File: src/rtl/hrpwm_pkg.sv
package hrpwm_pkg;
  localparam int COARSE_W   = 10;
  localparam int FINE_W     = 4;
  localparam int TICK_W     = COARSE_W + FINE_W;
  localparam int SUM_W      = TICK_W + 2;
  localparam int MIN_PERIOD = 2;
  localparam int CLK_TICKS  = 1 << FINE_W;

  typedef logic [COARSE_W-1:0] coarse_t;
  typedef logic [TICK_W-1:0]   tick_t;
  typedef logic [SUM_W-1:0]    sum_t;
  typedef logic [FINE_W-1:0]   fine_t;

  // One switching period worth of edge times, all in fine steps from period start
  typedef struct packed {
    coarse_t per;
    sum_t    hs_on;
    sum_t    hs_off;
    sum_t    ls_on;
    sum_t    ls_end;
  } sched_t;

  function automatic coarse_t period_floor(coarse_t p);
    return (p < coarse_t'(MIN_PERIOD)) ? coarse_t'(MIN_PERIOD) : p;
  endfunction

  function automatic sum_t dead_floor(tick_t d);
    return (d == '0) ? sum_t'(1) : sum_t'(d);
  endfunction

  function automatic sum_t on_floor(tick_t mn);
    return (sum_t'(mn) > sum_t'(CLK_TICKS)) ? sum_t'(mn) : sum_t'(CLK_TICKS);
  endfunction

  function automatic sum_t on_ceiling(sum_t span, sum_t da, sum_t db,
                                      tick_t moff, tick_t mx);
    sum_t need;
    sum_t room;
    need = da + db + sum_t'(moff);
    room = (span > need) ? (span - need) : '0;
    return (sum_t'(mx) < room) ? sum_t'(mx) : room;
  endfunction

  function automatic sum_t clamp_on(sum_t req, sum_t lo, sum_t hi);
    sum_t v;
    v = (req < lo) ? lo : req;
    return (v > hi) ? hi : v;
  endfunction

  function automatic sum_t cycle_of(sum_t t);
    return t >> FINE_W;
  endfunction

  function automatic fine_t phase_of(sum_t t);
    return t[FINE_W-1:0];
  endfunction
endpackage

File: src/rtl/hrpwm_sched.sv
module hrpwm_sched
  import hrpwm_pkg::*;
(
  input  tick_t   duty_cmd,
  input  coarse_t period_clk,
  input  tick_t   dead_lh,
  input  tick_t   dead_hl,
  input  tick_t   min_on,
  input  tick_t   max_on,
  input  tick_t   min_off,
  output sched_t  sched,
  output sum_t    on_lo,
  output sum_t    on_hi
);
  coarse_t per_eff;
  sum_t    span;
  sum_t    da;
  sum_t    db;
  sum_t    width;

  always_comb begin
    per_eff = period_floor(period_clk);
    span    = sum_t'(per_eff) << FINE_W;
    da      = dead_floor(dead_lh);
    db      = dead_floor(dead_hl);
    on_lo   = on_floor(min_on);
    on_hi   = on_ceiling(span, da, db, min_off, max_on);
    width   = clamp_on(sum_t'(duty_cmd), on_lo, on_hi);
    sched.per    = per_eff;
    sched.hs_on  = da;
    sched.hs_off = da + width;
    sched.ls_on  = da + width + db;
    sched.ls_end = span;
  end

  // the upper bound has the last word over the lower one
  always_comb begin
    assert_clamp_ceiling_R7: assert (width <= on_hi);
  end
endmodule

File: src/rtl/hrpwm_timer.sv
module hrpwm_timer
  import hrpwm_pkg::*;
(
  input  logic    clk,
  input  logic    rst_n,
  input  logic    en,
  input  sched_t  sched_in,
  output coarse_t cnt,
  output logic    at_start,
  output sched_t  sched_cur
);
  coarse_t cnt_q;
  sched_t  sched_q;
  logic    wrap;

  assign at_start  = en && (cnt_q == '0);
  assign sched_cur = (cnt_q == '0) ? sched_in : sched_q;
  assign wrap      = (cnt_q == sched_cur.per - coarse_t'(1));
  assign cnt       = cnt_q;

  always_ff @(posedge clk or negedge rst_n) begin
    if (!rst_n) begin
      cnt_q   <= '0;
      sched_q <= '0;
    end else if (!en) begin
      cnt_q   <= '0;
    end else begin
      if (cnt_q == '0) sched_q <= sched_in;
      cnt_q <= wrap ? '0 : cnt_q + coarse_t'(1);
    end
  end

  // counter stays inside the period latched for it
  assert_cnt_in_period_R2: assert property (@(posedge clk) disable iff (!rst_n)
    (cnt_q != '0) |-> (cnt_q < sched_q.per));

  // the latched schedule only moves in a period's first cycle
  assert_sched_hold_R3: assert property (@(posedge clk) disable iff (!rst_n)
    ($past(cnt_q) != '0) |-> $stable(sched_q));
endmodule

File: src/rtl/hrpwm_edge.sv
module hrpwm_edge
  import hrpwm_pkg::*;
(
  input  logic    clk,
  input  logic    rst_n,
  input  logic    en,
  input  coarse_t cnt,
  input  sum_t    on_t,
  input  sum_t    off_t,
  output logic    lvl_q,
  output logic    edge_q,
  output fine_t   fine_q
);
  sum_t  k_w;
  sum_t  on_c;
  sum_t  off_c;
  logic  lvl;
  logic  change;
  fine_t code;

  always_comb begin
    k_w    = sum_t'(cnt);
    on_c   = cycle_of(on_t);
    off_c  = cycle_of(off_t);
    lvl    = (k_w >= on_c) && (k_w < off_c);
    change = (lvl != lvl_q);
    if (!change)      code = '0;
    else if (lvl)     code = phase_of(on_t);
    else if (k_w == off_c) code = phase_of(off_t);
    else              code = '0;
  end

  always_ff @(posedge clk or negedge rst_n) begin
    if (!rst_n) begin
      lvl_q  <= 1'b0;
      edge_q <= 1'b0;
      fine_q <= '0;
    end else if (!en) begin
      lvl_q  <= 1'b0;
      edge_q <= 1'b0;
      fine_q <= '0;
    end else begin
      lvl_q  <= lvl;
      edge_q <= change;
      fine_q <= code;
    end
  end

  // no fine code without a strobe
  assert_code_needs_strobe_R4: assert property (@(posedge clk) disable iff (!rst_n)
    !edge_q |-> (fine_q == '0));

  // strobe marks exactly a level change
  assert_strobe_is_change_R4: assert property (@(posedge clk) disable iff (!rst_n)
    (edge_q && $past(en)) |-> (lvl_q != $past(lvl_q)));
endmodule

File: src/rtl/hrpwm_channel.sv
module hrpwm_channel
  import hrpwm_pkg::*;
(
  input  logic                clk,
  input  logic                rst_n,
  input  logic                chan_en,
  input  logic [TICK_W-1:0]   duty_cmd,
  input  logic [COARSE_W-1:0] period_clk,
  input  logic [TICK_W-1:0]   dead_lh,
  input  logic [TICK_W-1:0]   dead_hl,
  input  logic [TICK_W-1:0]   min_on,
  input  logic [TICK_W-1:0]   max_on,
  input  logic [TICK_W-1:0]   min_off,
  output logic                gh,
  output logic                gl,
  output logic                gh_edge,
  output logic [FINE_W-1:0]   gh_fine,
  output logic                gl_edge,
  output logic [FINE_W-1:0]   gl_fine,
  output logic                period_start
);
  localparam int N_GATES = 2;
  localparam int HS = 0;
  localparam int LS = 1;

  sched_t  sched_new;
  sched_t  sched_cur;
  sum_t    on_lo;
  sum_t    on_hi;
  coarse_t cnt;
  logic    at_start;
  logic    start_q;

  sum_t    rise_t [N_GATES];
  sum_t    fall_t [N_GATES];
  logic    lvl    [N_GATES];
  logic    strobe [N_GATES];
  fine_t   code   [N_GATES];

  hrpwm_sched u_sched (
    .duty_cmd   (duty_cmd),
    .period_clk (period_clk),
    .dead_lh    (dead_lh),
    .dead_hl    (dead_hl),
    .min_on     (min_on),
    .max_on     (max_on),
    .min_off    (min_off),
    .sched      (sched_new),
    .on_lo      (on_lo),
    .on_hi      (on_hi)
  );

  hrpwm_timer u_timer (
    .clk       (clk),
    .rst_n     (rst_n),
    .en        (chan_en),
    .sched_in  (sched_new),
    .cnt       (cnt),
    .at_start  (at_start),
    .sched_cur (sched_cur)
  );

  assign rise_t[HS] = sched_cur.hs_on;
  assign fall_t[HS] = sched_cur.hs_off;
  assign rise_t[LS] = sched_cur.ls_on;
  assign fall_t[LS] = sched_cur.ls_end;

  for (genvar g = 0; g < N_GATES; g++) begin : g_gate
    hrpwm_edge u_edge (
      .clk    (clk),
      .rst_n  (rst_n),
      .en     (chan_en),
      .cnt    (cnt),
      .on_t   (rise_t[g]),
      .off_t  (fall_t[g]),
      .lvl_q  (lvl[g]),
      .edge_q (strobe[g]),
      .fine_q (code[g])
    );
  end

  always_ff @(posedge clk or negedge rst_n) begin
    if (!rst_n) start_q <= 1'b0;
    else        start_q <= at_start;
  end

  assign gh           = lvl[HS];
  assign gl           = lvl[LS];
  assign gh_edge      = strobe[HS];
  assign gh_fine      = code[HS];
  assign gl_edge      = strobe[LS];
  assign gl_fine      = code[LS];
  assign period_start = start_q;

  // gates never overlap
  assert_no_overlap_R1: assert property (@(posedge clk) disable iff (!rst_n)
    !(gh && gl));

  // disable clears every output in the next cycle
  assert_disable_quiet_R9: assert property (@(posedge clk) disable iff (!rst_n)
    !chan_en |=> (!gh && !gl && !gh_edge && !gl_edge && !period_start));

  // the high side can only rise while the low side is already off
  assert_hs_rise_ls_off_R5: assert property (@(posedge clk) disable iff (!rst_n)
    (gh_edge && gh) |-> !gl);
endmodule

File: config.mk
export PLATFORM = sky130hd
export DESIGN_NAME = hrpwm_channel
export DESIGN_NICKNAME = d
export VERILOG_FILES = /design/src/rtl/hrpwm_pkg.sv /design/src/rtl/hrpwm_sched.sv /design/src/rtl/hrpwm_timer.sv /design/src/rtl/hrpwm_edge.sv /design/src/rtl/hrpwm_channel.sv
export SDC_FILE = /design/constraint.sdc
export NUM_CORES = 1
export LEC_CHECK = 0
export BUFFER_PORTS_ARGS = -buffer_cell sky130_fd_sc_hd__buf_4
export CORE_ASPECT_RATIO = 1.4
export CORE_MARGIN = 3
export CORE_UTILIZATION = 56
export CTS_CLUSTER_SIZE = 25
export DETAILED_ROUTE_END_ITERATION = 16
export GPL_ROUTABILITY_DRIVEN = 0
export GPL_TIMING_DRIVEN = 0
export PLACE_DENSITY_LB_ADDON = 0.25
export SLEW_MARGIN = 20
export SYNTH_ARGS = -nofsm -noshare
export SYNTH_HDL_FRONTEND = slang
export SYNTH_HIERARCHICAL = 1
export SYNTH_SLANG_ARGS = --single-unit
File: constraint.sdc
create_clock -name clk -period 3.49 [get_ports clk]
set_input_delay 0.349 -clock clk [delete_from_list [all_inputs] [get_ports clk]]
set_output_delay 0.349 -clock clk [all_outputs]
set_load 0.02 [all_outputs]
==> impl_metrics.env <==
export IMPL_endpoint_kind="flop"
export IMPL_h_tree_depth=3
export IMPL_cts_buffers=9
export IMPL_p_comb_frac=0.839
export IMPL_grtUsageMet2=0.611
export IMPL_timing_slew_headroom=0.327
export IMPL_slew_violations=0
export IMPL_slowest_stage="or4_4"
export IMPL_dp_slack_ns=-10.81
export IMPL_gr_total_overflow=0
export IMPL_fin_skew_ns=0.0128
export IMPL_status="complete, but fails checks"
export IMPL_final_cell_mix="253 x nand2_1, 220 x buf_4, 111 x ha_1"
export IMPL_core_sq_um=19300
export IMPL_r2r_slack_ns=-0.81
export IMPL_swShare=0.482
export IMPL_initial_core_util=0.571
export IMPL_final_common_cell="nand2_1"
export IMPL_ys_warn_count=6
export IMPL_drc=0
export IMPL_drt_first_iter_violations=1067
export IMPL_power_density_nw_per_um2=1140
export IMPL_routed_via_density=6.27
export IMPL_crit_type="input port to flop"
export IMPL_rows=60
export IMPL_ant_nets=0
export IMPL_globalRoute_busiestLayer="met2"
export IMPL_max_stage_delay_ns=0.53
export IMPL_avgSynthCellArea_sq_um=8.26
export IMPL_cts_buffer_depth=2
export IMPL_io_pins=110
export IMPL_use_met1=0.334
export IMPL_drive_gt1_frac=0.353
export IMPL_required_ns=3.76
export IMPL_grt_start_max_net_pins=98
export IMPL_insertion_delay_ns=0.35
export IMPL_netlist_area_sq_um=11000
export IMPL_die_w_um=125
export IMPL_drt_first_pass_iters=6
export IMPL_synthCells=1335
export IMPL_violations="setup timing"
export IMPL_p_sw_w=0.00817
export IMPL_vias=11429
export IMPL_grt_pass1_vias=11221
export IMPL_numClockSinks=97
export IMPL_dp_cells=1699
export IMPL_seqPwrFrac=0.099
export IMPL_die_h_um=172
export IMPL_diodes=0
export IMPL_fin_nets=1816
export IMPL_cts_tree="yes"
export IMPL_ir_drop_mv=0.898
export IMPL_antenna_found_initial=0
export IMPL_worst_pin_slew_ns=1.01
export IMPL_setup_ws_ns=-9.47
export IMPL_rsz0062_at_grt="true"
export IMPL_grtUsageTotal=0.327
export IMPL_power_frac_clock=0.061
export IMPL_max_freq_ghz=0.0772
export IMPL_hpwl_um=25800
export IMPL_fin_crit_sh=3.71
export IMPL_cts_root_buf="clkbuf_16"
export IMPL_arrival_ns=13.22
export IMPL_hold_worst_slack_ns=0.0835
export IMPL_path_max_fanout=6
export IMPL_grt_pass1_wl_um=56300
export IMPL_clk_pin_slew_ns=0.08
export IMPL_startpoint_type="input port"
export IMPL_cap_violations=0
export IMPL_setup_violations=43
export IMPL_portBuffers=108
export IMPL_area_delta_synth_final_pct=34.6
export IMPL_hp_class="input port to asynchronous set/reset pin"
export IMPL_instances_no_fill=1822
export IMPL_wirelength_um=40400
export IMPL_wl_per_cell_um=22.2
export IMPL_fp_dieArea_sq_um=21400
export IMPL_fin_tns_setup_ns=-321.06
export IMPL_leakage_nw=7.01
export IMPL_hold_viol_final=0
export IMPL_fin_crit_ns=12.96
export IMPL_internal_power_w=0.00878
export IMPL_met3_usage=0.0383
export IMPL_path_common_cell="ha_4"
[timing repair]
item | in CTS | in global routing
gates resized for setup | 169 | 82
setup endpoints to repair | 53 | 53
hold buffers | 0 | 0
buffers inserted | 90 | 26
pin swaps | 89 | 41
[power groups by stage]
stage	clock network [W]	registers, W	logic (W)
final	0.00104	0.00168	0.0142
after global routing	0.00110	0.00172	0.0149
after CTS	0.00105	0.00166	0.0115
after detailed placement	0	0.00168	0.00867
after global placement	0	0.00166	0.00841
after floorplan	0	0.00162	0.00685
[worst max-delay path, delay by kind of cell]
family	cells	cell delay, ns
fa+ha+maj	9	2.82
buf+inv	10	1.73
compound gates	21	3.96
mux	2	0.51
xor+xnor	3	0.53
simple gates	19	3.28
[cell type report]
class	count	area (sq um)
well taps	248	310
plain buffers	90	544
fillers	1116	4460
inverters	110	413
multi-input cells	1042	9060
clock inverters	7	81.3
clock buffers	9	225
flip-flops and latches	97	2440
repair buffers	219	1760
[metrics by stage]
step	util	power, W	cell area [sq um]
2_1_floorplan	-	0.00847	11300
3_3_place_gp	0.646	0.0101	12500
3_5_place_dp	0.646	0.0104	12500
4_1_cts	0.741	0.0143	14300
5_1_grt	0.769	0.0178	14800
6_report	0.769	0.0170	14800
[per-layer routing]
| metal | vias up | share of wire |
|---|---|---|
| li1 | 5061 | - |
| met4 | 0 | 0.096 |
| met3 | 253 | 0.061 |
| met2 | 676 | 0.50 |
| met5 | - | 0 |
| met1 | 5439 | 0.34 |
[flip-flops by register name (all words and copies together), names as in the netlist]
signal,cells
g_gate.u_edge/edge_q,2
g_gate.u_edge/fine_q,8
g_gate.u_edge/lvl_q,2
period_start,1
u_timer/cnt,10
u_timer/sched_q,74
[worst paths after layout]
kind / startpoint / endpoint / depth (start not counted)
max: dead_lh[4] / g_gate[1].u_edge/fine_q[1] / 64
min reg2reg: u_timer/sched_q[13] / u_timer/sched_q[13] / 1
min in group clk: chan_en / g_gate[0].u_edge/lvl_q / 2
min: rst_n / u_timer/sched_q[71] / 1
max in group asynchronous: rst_n / u_timer/cnt[2] / 1
max reg2reg: u_timer/cnt[8] / g_gate[0].u_edge/fine_q[2] / 16
Note: power is estimated with default switching activity, not from simulation.
